==> config.mk <==
export PLATFORM = sky130hd
export DESIGN_NAME = settle_step_gen
export DESIGN_NICKNAME = d
export VERILOG_FILES = /design/src/rtl/settle_pkg.sv /design/src/rtl/settle_period_timer.sv /design/src/rtl/settle_delay_sched.sv /design/src/rtl/settle_step_gen.sv
export SDC_FILE = /design/constraint.sdc
export NUM_CORES = 1
export LEC_CHECK = 0
export CAP_MARGIN = 10
export CORE_UTILIZATION = 28
export CTS_CLUSTER_DIAMETER = 80
export DETAILED_ROUTE_END_ITERATION = 8
export GPL_TIMING_DRIVEN = 0
export PLACE_DENSITY = 0.49
export SYNTH_ARGS = -nofsm -noshare
export SYNTH_HDL_FRONTEND = slang
export SYNTH_SLANG_ARGS = --single-unit
==> constraint.sdc <==
create_clock -name clk -period 2 [get_ports clk]
set_input_delay 0.5 -clock clk [delete_from_list [all_inputs] [get_ports clk]]
set_output_delay 0.5 -clock clk [all_outputs]
set_load 0.01 [all_outputs]
==> src/rtl/settle_pkg.sv <==
package settle_pkg;
  typedef enum logic [1:0] {
    EDGE_ANY0 = 2'b00,
    EDGE_RISE = 2'b01,
    EDGE_FALL = 2'b10,
    EDGE_ANY  = 2'b11
  } edge_sel_e;
endpackage

==> src/rtl/settle_period_timer.sv <==
module settle_period_timer #(
  parameter int PERIOD_CYC = 16,
  parameter int CODE_W     = 10,
  localparam int PH_W      = $clog2(PERIOD_CYC)
) (
  input  logic              clk,
  input  logic              rst_n,
  input  logic              enable,
  output logic              run,
  output logic              start,
  output logic              first,
  output logic              upd,
  output logic [PH_W-1:0]   phase,
  output logic [CODE_W-1:0] code
);
  localparam logic [PH_W-1:0] LAST_PH = PH_W'(PERIOD_CYC - 1);

  logic [PH_W-1:0]   phase_n;
  logic [CODE_W-1:0] code_n;
  logic              run_n;

  assign first = enable && !run;
  assign start = enable && (!run || (phase == LAST_PH));
  assign upd   = run && (phase == '0);

  always_comb begin
    phase_n = phase;
    code_n  = code;
    run_n   = enable;
    if (!enable) begin
      phase_n = '0;
      code_n  = '0;
    end else if (start) begin
      phase_n = '0;
      code_n  = ~code;
    end else begin
      phase_n = phase + 1'b1;
    end
  end

  always_ff @(posedge clk or negedge rst_n) begin
    if (!rst_n) begin
      phase <= '0;
      code  <= '0;
      run   <= 1'b0;
    end else begin
      phase <= phase_n;
      code  <= code_n;
      run   <= run_n;
    end
  end

  AST_UPD_TOGGLE: assert property (@(posedge clk) disable iff (!rst_n)
    upd |-> (code == ~$past(code))) else $error("upd without toggle");
  AST_CODE_HOLD: assert property (@(posedge clk) disable iff (!rst_n)
    (run && !upd) |-> $stable(code)) else $error("code moved mid period");
endmodule

==> src/rtl/settle_delay_sched.sv <==
module settle_delay_sched #(
  parameter int PERIOD_CYC = 16,
  parameter int DIN_W      = 8,
  parameter int REP_W      = 4,
  localparam int DLY_W     = $clog2(PERIOD_CYC)
) (
  input  logic             clk,
  input  logic             rst_n,
  input  logic             enable,
  input  logic             start,
  input  logic             first,
  input  logic             fire,
  input  logic [DIN_W-1:0] cfg_delay,
  input  logic             cfg_sweep,
  input  logic [DIN_W-1:0] cfg_step,
  input  logic [REP_W-1:0] cfg_repeat,
  output logic [DLY_W-1:0] act_dly,
  output logic             done
);
  localparam logic [DIN_W-1:0] MAX_IN  = DIN_W'(PERIOD_CYC - 1);
  localparam logic [DLY_W-1:0] MAX_DLY = DLY_W'(PERIOD_CYC - 1);

  logic [DLY_W-1:0] swp, swp_n, act_n, req, swp_adv;
  logic [REP_W-1:0] cnt, cnt_n, rep_eff;
  logic [REP_W:0]   cnt_inc;
  logic [DIN_W-1:0] step_eff;
  logic [DIN_W:0]   sum;
  logic             done_n, last_rep;

  assign req      = (cfg_delay > MAX_IN) ? MAX_DLY : cfg_delay[DLY_W-1:0];
  assign step_eff = (cfg_step == '0) ? DIN_W'(1) : cfg_step;
  assign rep_eff  = (cfg_repeat == '0) ? REP_W'(1) : cfg_repeat;
  assign sum      = {{(DIN_W + 1 - DLY_W){1'b0}}, swp} + {1'b0, step_eff};
  assign swp_adv  = (sum > {1'b0, MAX_IN}) ? MAX_DLY : sum[DLY_W-1:0];
  assign cnt_inc  = {1'b0, cnt} + 1'b1;
  assign last_rep = cnt_inc >= {1'b0, rep_eff};

  always_comb begin
    act_n  = act_dly;
    swp_n  = swp;
    cnt_n  = cnt;
    done_n = done;
    if (!enable) begin
      cnt_n  = '0;
      done_n = 1'b0;
    end else begin
      if (fire && cfg_sweep && !done) begin
        if (last_rep) begin
          cnt_n = '0;
          if (swp == MAX_DLY) done_n = 1'b1;
          else                swp_n  = swp_adv;
        end else begin
          cnt_n = cnt_inc[REP_W-1:0];
        end
      end
      if (first) begin
        swp_n  = req;
        cnt_n  = '0;
        done_n = 1'b0;
      end
      if (start) act_n = cfg_sweep ? swp_n : req;
    end
  end

  always_ff @(posedge clk or negedge rst_n) begin
    if (!rst_n) begin
      act_dly <= '0;
      swp     <= '0;
      cnt     <= '0;
      done    <= 1'b0;
    end else begin
      act_dly <= act_n;
      swp     <= swp_n;
      cnt     <= cnt_n;
      done    <= done_n;
    end
  end

  AST_DONE_CLEAR: assert property (@(posedge clk) disable iff (!rst_n)
    !enable |=> !done) else $error("done survived disable");
endmodule

==> src/rtl/settle_step_gen.sv <==
module settle_step_gen #(
  parameter int PERIOD_CYC = 16,
  parameter int DIN_W      = 8,
  parameter int REP_W      = 4,
  parameter int CODE_W     = 10,
  localparam int DLY_W     = $clog2(PERIOD_CYC)
) (
  input  logic              clk,
  input  logic              rst_n,
  input  logic              enable,
  input  logic [DIN_W-1:0]  cfg_delay,
  input  logic [1:0]        cfg_edge,
  input  logic              cfg_sweep,
  input  logic [DIN_W-1:0]  cfg_step,
  input  logic [REP_W-1:0]  cfg_repeat,
  output logic [CODE_W-1:0] dac_code,
  output logic              dac_upd,
  output logic              strobe,
  output logic [DLY_W-1:0]  strobe_dly,
  output logic              sweep_done
);
  import settle_pkg::*;

  logic       rst_q1, rst_q2;
  logic       run, start, first;
  logic [DLY_W-1:0] phase;
  logic       edge_ok;
  edge_sel_e  edge_mode;

  // reset asserts at once and releases on the clock
  always_ff @(posedge clk or negedge rst_n) begin
    if (!rst_n) begin
      rst_q1 <= 1'b0;
      rst_q2 <= 1'b0;
    end else begin
      rst_q1 <= 1'b1;
      rst_q2 <= rst_q1;
    end
  end

  settle_period_timer #(.PERIOD_CYC(PERIOD_CYC), .CODE_W(CODE_W)) u_timer (
    .clk(clk), .rst_n(rst_q2), .enable(enable), .run(run), .start(start),
    .first(first), .upd(dac_upd), .phase(phase), .code(dac_code)
  );

  settle_delay_sched #(.PERIOD_CYC(PERIOD_CYC), .DIN_W(DIN_W), .REP_W(REP_W)) u_sched (
    .clk(clk), .rst_n(rst_q2), .enable(enable), .start(start), .first(first),
    .fire(strobe), .cfg_delay(cfg_delay), .cfg_sweep(cfg_sweep),
    .cfg_step(cfg_step), .cfg_repeat(cfg_repeat), .act_dly(strobe_dly),
    .done(sweep_done)
  );

  assign edge_mode = edge_sel_e'(cfg_edge);

  always_comb begin
    case (edge_mode)
      EDGE_RISE: edge_ok = &dac_code;
      EDGE_FALL: edge_ok = ~|dac_code;
      default:   edge_ok = 1'b1;
    endcase
  end

  assign strobe = run && (phase == strobe_dly) && edge_ok && !sweep_done;

  AST_DLY_HOLD: assert property (@(posedge clk) disable iff (!rst_q2)
    (run && !dac_upd) |-> $stable(strobe_dly)) else $error("delay moved mid period");
  AST_ONE_STROBE: assert property (@(posedge clk) disable iff (!rst_q2)
    strobe |=> !strobe) else $error("strobe longer than one cycle");
  AST_DONE_QUIET: assert property (@(posedge clk) disable iff (!rst_q2)
    sweep_done |-> !strobe) else $error("strobe after done");
  AST_EDGE_RISE: assert property (@(posedge clk) disable iff (!rst_q2)
    (strobe && cfg_edge == 2'b01) |-> (&dac_code)) else $error("strobe on falling step");
  AST_EDGE_FALL: assert property (@(posedge clk) disable iff (!rst_q2)
    (strobe && cfg_edge == 2'b10) |-> (~|dac_code)) else $error("strobe on rising step");
endmodule

==> results of run 1 <==
==> synth_stat cells, types with 3 or more instances <==
master,number,area [µm²]
sky130_fd_sc_hd__ha_1,13,163
sky130_fd_sc_hd__nor2_1,11,41.3
sky130_fd_sc_hd__clkbuf_1,6,22.5
sky130_fd_sc_hd__a2bb2oi_1,3,26.3
sky130_fd_sc_hd__xnor2_1,14,123
sky130_fd_sc_hd__a21oi_1,9,45.0
sky130_fd_sc_hd__nand3_1,5,25.0
sky130_fd_sc_hd__xor2_1,4,35.0
sky130_fd_sc_hd__dfrtp_1,30,751
sky130_fd_sc_hd__o22ai_1,7,43.8
sky130_fd_sc_hd__inv_1,14,52.6
sky130_fd_sc_hd__and2_1,14,87.6
sky130_fd_sc_hd__nand2_1,12,45.0
sky130_fd_sc_hd__o21ai_0,17,85.1
sky130_fd_sc_hd__nand4_1,7,43.8
sky130_fd_sc_hd__nor3_1,9,45.0
==> what timing repair did <==
action	in CTS	in global routing
setup endpoints to repair	15	13
gates resized for setup	75	28
setup buffers	18	3
pin swaps	19	16
endpoints found under the hold margin	0	0
==> power groups by stage <==
stage / Combinational, µW / Clock, µW / Sequential (µW)
global route: 453 / 547 / 711
finish: 411 / 500 / 704
CTS: 380 / 518 / 708
detailed placement: 347 / 0 / 716
floorplan: 178 / 0 / 715
global placement: 345 / 0 / 716
==> sequential cells by signal (all words and copies together), names as in the netlist <==
| name | flops |
|---|---|
| u_sched.swp | 4 |
| u_sched.done | 1 |
| u_sched.act_dly | 4 |
| u_timer.code | 10 |
| u_sched.cnt | 4 |
| u_timer.phase | 4 |
| u_timer.run | 1 |
| rst_q1 | 1 |
| rst_q2 | 1 |
==> worst register-to-register path, delay by kind of cell, from the launching register on <==
family,cells,cell delay [ns]
and+or+nand+nor,3,0.55
AOI/OAI and AO/OA,3,0.47
DFF,1,0.45
adders and majority gates,2,0.43
buffers and inverters,2,0.23
==> kinds of logic after synthesis <==
family,after synthesis
AND/OR/NAND/NOR,74
AO/OA/AOI/OAI,45
flip-flops,30
buffers and inverters,22
XOR/XNOR,20
adder cells (fa/ha/maj),14
other,1
==> worst min-delay path by stage <==
stage / start / to / slack, ns / cells past startpoint
finish: rst_q2 / u_sched.swp[0] / 0.26 / 0
global route: rst_q2 / u_sched.act_dly[0] / 0.30 / 0
CTS: rst_q1 / rst_q2 / 0.35 / 0
detailed placement: rst_q1 / rst_q2 / 0.34 / 0
global placement: rst_q1 / rst_q2 / 0.33 / 0
floorplan: rst_n / rst_q1 / 0.20 / 0
==> stage by stage <==
stage | power, µW | setup TNS, ns
2_1_floorplan | 893 | -4.13
3_3_place_gp | 1060 | -14.85
3_5_place_dp | 1060 | -14.91
4_1_cts | 1610 | -4.12
5_1_grt | 1710 | -4.77
6_report | 1620 | -3.69
==> area by class of cell <==
| type | count | share of cell area (%) |
|---|---|---|
| plain buffers | 8 | 1.42 |
| clock buffers | 7 | 2.97 |
| clock inverters | 1 | 0.172 |
| inverters | 14 | 2.15 |
| multi-input cells | 154 | 44.9 |
| flip-flops and latches | 30 | 25.8 |
| well taps | 77 | 3.31 |
| repair buffers | 63 | 19.3 |
==> metal layers <==
metal / vias up / GRT usage, % / share of wire, %
met4: 0 / 4.78 / 1.2
li1: 868 / - / -
met5: - / 0 / 0
met1: 809 / 21.0 / 49
met3: 7 / 2.95 / 2.7
met2: 27 / 24.1 / 47
==> load_flow_metrics.sql, run 1 <==
INSERT INTO impl_metrics (metric_group, metric, value, unit) VALUES
('synthesis', 'synthCells', '206', ''),
('detailed_routing', 'antenna_violating_nets_post_route', '0', ''),
('sta', 'finClkSkew', '0.00885', 'ns'),
('die', 'die_area', '0.00717', 'mm²'),
('sta', 'worst_pin_slew', '0.630', 'ns'),
('place', 'hpwlAfterDp', '3.54', 'mm'),
('power_and_ir_drop', 'max-vdd-ir-drop', '0.000448', 'V'),
('die', 'placeableCoreArea', '0.00646', 'mm²'),
('die', 'die_h', '84.7', 'µm'),
('setup_path', 'timing.critical_path.arrival', '2.61', 'ns'),
('sta', 'drv_slew', '0', ''),
('setup_path', 'critical_path.slowest_cell', 'sky130_fd_sc_hd__fa_2', ''),
('power_and_ir_drop', 'clock_power_share', '31.0', '%'),
('finish', 'drive_above_1_share', '31.0', '%'),
('synthesis', 'post_synth_xor_area_fraction', '9.93', '%'),
('synthesis', 'synth.area.mux_share', '0', '%'),
('place', 'post-place-ws', '-1.39', 'ns'),
('finish', 'register_area', '752', 'µm²'),
('power_and_ir_drop', 'sw_frac_of_total', '28.7', '%'),
('synthesis', 'number_of_unique_standard_cell_types_used_by_synthesis', '39', ''),
('clock_tree', 'clkLatencyLatePin', '0.28', 'ns'),
('synthesis', 'synthesized_area_fraction_occupied_by_adder_cells', '9.54', '%'),
('die', 'die_width', '84.7', 'µm'),
('finish', 'final_core_util', '45.0', '%'),
('clock_tree', 'library_cell_used_as_clock_root_buffer', 'sky130_fd_sc_hd__clkbuf_8', ''),
('worst_hold_path', 'hold_class', 'flip-flop to async pin', ''),
('finish', 'fin_area', '0.00291', 'mm²'),
('detailed_routing', 'route.detailed.drc', '0', ''),
('finish', 'multi_input_comb_area', '0.00131', 'mm²'),
('detailed_routing', 'drt_first_pass_iters', '7', ''),
('setup_path', 'path_cells', 'buf_8 > nor4_4 > a21o_1 > ha_2 > inv_2 > fa_2 > and3b_2 > nand3_2 > a211oi_2 > nand4_1 > buf_6 > o22ai_4 > o21ai_2', ''),
('global_routing', 'maximum_number_of_pins_on_one_net_before_global_route_repair', '29', ''),
('clock_tree', 'tritoncts', 'done', ''),
('detailed_routing', 'dr.first_iter.drc_count', '58', ''),
('detailed_routing', 'routed_wl', '4.94', 'mm'),
('power_and_ir_drop', 'p_leak', '0.00119', 'µW'),
('outcome', 'failed_checks', 'negative setup slack', ''),
('clock_tree', 'cts.path.max_buffers', '2', ''),
('finish', 'fin_cells', '354', ''),
('place', 'placed_area', '0.00249', 'mm²'),
('synthesis', 'syn-cell-area', '0.00191', 'mm²'),
('synthesis', 'synth_ff_type', 'sky130_fd_sc_hd__dfrtp_1', ''),
('sta', 'worst_slack', '-0.449', 'ns'),
('finish', 'layout.cells.most_common', 'sky130_fd_sc_hd__dfrtp_1', ''),
('sta', 'report.final.setup_viol', '10', ''),
('synthesis', 'ys_warn_count', '0', ''),
('setup_path', 'worstPathBufferInverterCount', '3', ''),
('synthesis', 'synthArstFlopShare', '100', '%'),
('sta', 'max_clock_freq', '408', 'MHz'),
('power_and_ir_drop', 'power.sequential.fraction', '43.6', '%'),
('setup_path', 'crit_path_start', 'cfg_step[1]', ''),
('setup_path', 'crit_cells', '13', ''),
('finish', 'layout_common_cells', '29 x sky130_fd_sc_hd__dfrtp_1, 26 x sky130_fd_sc_hd__clkdlybuf4s50_1, 18 x sky130_fd_sc_hd__buf_4', ''),
('setup_path', 'slowest_delay', '0.34', 'ns'),
('detailed_routing', 'avgRoutedWirePerCell', '14.0', 'µm'),
('global_routing', 'grt_remaining_overflow', '0', ''),
('outcome', 'outcome', 'finished with violations', ''),
('place', 'place.gp.congestion', '0.765', ''),
('global_routing', 'grt_antenna_before_repair', '0', ''),
('setup_path', 'path_class', 'primary input to flip-flop', ''),
('detailed_routing', 'route.detailed.vias_per_inst', '4.83', ''),
('setup_path', 'critPathRequiredTime', '2.17', 'ns'),
('synthesis', 'synth_top_family_by_area', 'simple AND/OR/NAND/NOR gates', ''),
('place', 'place_inst', '325', ''),
('sta', 'timing.slew.headroom', '58.0', '%'),
('setup_path', 'crit-reg2reg-launch', 'u_sched.swp[0]', ''),
('synthesis', 'synthesis.nets', '246', ''),
('power_and_ir_drop', 'internal_power', '1150', 'µW'),
('sta', 'hold_slack', '0.257', 'ns'),
('detailed_routing', 'route.vias.total', '1711', ''),
('power_and_ir_drop', 'power-per-cell-area', '555', 'mW/mm²');
Note: power is estimated with default switching activity, not from simulation.
==> inputs of run 2 (changes only) <==
--- a/config.mk
+++ b/config.mk
@@ -11,6 +11,7 @@
 export DETAILED_ROUTE_END_ITERATION = 8
 export GPL_TIMING_DRIVEN = 0
 export PLACE_DENSITY = 0.49
+export SLEW_MARGIN = 20
 export SYNTH_ARGS = -nofsm -noshare
 export SYNTH_HDL_FRONTEND = slang
 export SYNTH_SLANG_ARGS = --single-unit
==> constraint.sdc (replaced) <==
create_clock -name clk -period 2.9 [get_ports clk]
set_input_delay 0.725 -clock clk [delete_from_list [all_inputs] [get_ports clk]]
set_output_delay 0.725 -clock clk [all_outputs]
set_load 0.01 [all_outputs]
==> run 2 against run 1 <==
  * Critical path depth unchanged
  * Sequential power decreased by 31%
  * Core utilization decreased by 4.0 points
  * The flow now finishes without violations
  * Register-to-register slack better by 0.90 ns
  * Clock skew shrank 0.0027 ns
  * Largest power group unchanged
  * Cell area is 8.8% lower
  * Critical path type unchanged
  * Worst setup slack improved by 0.58 ns
  * Clock-buffer cell count shrank 2
==> load_flow_metrics.sql, run 2 (same netlist as run 1, synthesis figures left out) <==
INSERT INTO impl_metrics (metric_group, metric, value, unit) VALUES
('outcome', 'outcome', 'complete, no violations', ''),
('clock_tree', 'clock_sink_count', '30', ''),
('setup_path', 'path_class', 'primary input to flip-flop', ''),
('power_and_ir_drop', 'p_leak', '0.00110', 'µW'),
('sta', 'report.final.setup_viol', '0', ''),
('die', 'die_width', '84.7', 'µm'),
('detailed_routing', 'routed_wl', '4.58', 'mm'),
('setup_path', 'critPathRequiredTime', '3.07', 'ns'),
('sta', 'min_period', '2.77', 'ns'),
('sta', 'drv_slew', '0', ''),
('place', 'hpwlAfterDp', '3.44', 'mm'),
('finish', 'layout_common_cells', '32 x sky130_fd_sc_hd__clkdlybuf4s50_1, 29 x sky130_fd_sc_hd__dfrtp_1, 14 x sky130_fd_sc_hd__xnor2_1, 14 x sky130_fd_sc_hd__and2_1', ''),
('setup_path', 'critical_path.max_fanout', '8', ''),
('setup_path', 'timing.critical_path.arrival', '2.94', 'ns'),
('detailed_routing', 'antenna_violating_nets_post_route', '0', ''),
('setup_path', 'crit-reg2reg-launch', 'u_sched.swp[0]', ''),
('finish', 'regMostFlops', 'u_timer.code', ''),
('finish', 'layout.cells.most_common', 'sky130_fd_sc_hd__clkdlybuf4s50_1', ''),
('sta', 'timing.slew.headroom', '57.6', '%'),
('detailed_routing', 'route.detailed.vias_per_inst', '4.92', ''),
('power_and_ir_drop', 'power-per-cell-area', '434', 'mW/mm²'),
('finish', 'finalNetCount', '299', ''),
('clock_tree', 'tritoncts', 'done', ''),
('place', 'place.gp.congestion', '0.777', ''),
('job', 'drv_cap', '0', ''),
('die', 'rows', '29', ''),
('detailed_routing', 'route.vias.total', '1658', ''),
('clock_tree', 'library_cell_used_as_clock_root_buffer', 'sky130_fd_sc_hd__clkbuf_8', ''),
('global_routing', 'grt_first_pass_wirelength', '7.67', 'mm'),
('sta', 'max_clock_freq', '361', 'MHz'),
('finish', 'fin_area', '0.00265', 'mm²'),
('die', 'die_area', '0.00717', 'mm²'),
('finish', 'largest_reg_flops', '10', ''),
('detailed_routing', 'avgRoutedWirePerCell', '13.6', 'µm'),
('detailed_routing', 'dr.first_iter.drc_count', '83', ''),
('clock_tree', 'cts.path.max_buffers', '2', ''),
('detailed_routing', 'drt_first_pass_iters', '6', ''),
('global_routing', 'grt_antenna_before_repair', '0', ''),
('setup_path', 'reg2reg_depth', '10', ''),
('global_routing', 'gr-usage-all-layers', '13.8', '%'),
('finish', 'antennaDiodeCount', '0', ''),
('worst_hold_path', 'hold_class', 'flip-flop to async pin', ''),
('setup_path', 'r2r-end', 'u_sched.act_dly[0]', ''),
('setup_path', 'worst-r2r-setup-slack', '0.66', 'ns'),
('die', 'placeableCoreArea', '0.00646', 'mm²'),
('power_and_ir_drop', 'max-vdd-ir-drop', '0.000246', 'V'),
('clock_tree', 'clkTransAtPathRegs', '0.07', 'ns'),
('global_routing', 'maximum_number_of_pins_on_one_net_before_global_route_repair', '29', ''),
('setup_path', 'cp-start-kind', 'primary input', ''),
('die', 'start_util', '29.6', '%'),
('clock_tree', 'htreeDepth', '2', ''),
('sta', 'hold_slack', '0.286', 'ns'),
('sta', 'rsz0062_at_grt', 'no', ''),
('finish', 'syn_to_final_growth', '38.6', '%'),
('clock_tree', 'clkLatencyLatePin', '0.29', 'ns'),
('power_and_ir_drop', 'power.total', '1150', 'µW'),
('global_routing', 'number_of_global_route_vias_before_repair', '1574', ''),
('sta', 'final_number_of_hold_violating_endpoints', '0', ''),
('detailed_routing', 'route.detailed.drc', '0', ''),
('global_routing', 'grt_remaining_overflow', '0', ''),
('place', 'placed_area', '0.00243', 'mm²'),
('die', 'die_h', '84.7', 'µm'),
('finish', 'drive_above_1_share', '16.5', '%'),
('place', 'post-place-ws', '-0.736', 'ns'),
('sta', 'worst_pin_slew', '0.636', 'ns'),
('setup_path', 'worst_setup_path_end_kind', 'flip-flop', ''),
('sta', 'finClkSkew', '0.00618', 'ns'),
('sta', 'post-route-period-util', '95.6', '%'),
('clock_tree', 'cts-buffers-inserted', '5', ''),
('die', 'top_level_ports', '43', ''),
('sta', 'worst_slack', '0.127', 'ns'),
('place', 'io_buffer_count', '42', '');
[run 2: cell type report]
type	count	area, µm²
plain buffers	8	41.3
well taps	77	96.3
repair buffers	46	433
flip-flops and latches	30	752
multi-input cells	154	1170
clock buffers	5	68.8
inverters	14	52.6
clock inverters	3	40.0
fillers	651	3810
[run 2: through the flow]
step	TNS [ns]	cells	util, %
after floorplan	0	206	-
after global placement	-6.97	325	37.6
after detailed placement	-6.70	325	37.7
after CTS	-0.0303	337	40.6
after global routing	0	337	41.1
final	0	337	41.1
[run 2: worst max-delay path: stages]
cell and delay (ns):
sky130_fd_sc_hd__dlygate4sd2_1 0.24, sky130_fd_sc_hd__nor3_2 0.19, sky130_fd_sc_hd__a21o_1 0.15, sky130_fd_sc_hd__ha_2 0.18, sky130_fd_sc_hd__inv_2 0.04, sky130_fd_sc_hd__fa_2 0.35
sky130_fd_sc_hd__and3b_1 0.25, sky130_fd_sc_hd__nand3_2 0.07, sky130_fd_sc_hd__a211oi_2 0.19, sky130_fd_sc_hd__nand4_1 0.14, sky130_fd_sc_hd__buf_6 0.17, sky130_fd_sc_hd__o22ai_2 0.16
sky130_fd_sc_hd__o21ai_1 0.09
[run 2: worst max path at each step]
stage / cells past startpoint / endpoint / slack, ns / from
after floorplan: 11 / u_sched.act_dly[1] / 0.07 / cfg_step[1]
after global placement: 12 / u_sched.act_dly[1] / -0.77 / cfg_step[1]
after detailed placement: 12 / u_sched.act_dly[1] / -0.74 / cfg_step[1]
after CTS: 7 / strobe / -0.03 / cfg_edge[1]
after global routing: 10 / u_sched.swp[2] / 0.007 / cfg_repeat[2]
final: 13 / u_sched.act_dly[0] / 0.13 / cfg_step[7]
[run 2: where the power goes]
part / internal [µW] / switching [µW] / leakage, µW
logic: 140 / 107 / 0.000676
clock network: 252 / 161 / 0.0000579
registers: 445 / 44.4 / 0.000365
total: 837 / 313 / 0.00110
[run 2: metal layers]
| layer | part of all wire, % | GRT usage (%) | vias to the layer above |
|---|---|---|---|
| li1 | - | - | 835 |
| met1 | 46 | 18.1 | 786 |
| met2 | 49 | 22.3 | 31 |
| met3 | 3.0 | 2.95 | 6 |
| met4 | 1.7 | 5.55 | 0 |
| met5 | 0 | 0 | - |
[run 2: what timing repair did]
| item | in CTS | in global routing |
|---|---|---|
| pin swaps | 10 | 14 |
| gates resized for setup | 30 | 15 |
| setup buffers | 4 | 0 |
| hold buffers | 0 | 0 |
| endpoints found under the setup margin | 9 | 9 |
| gates cloned | 0 | 0 |
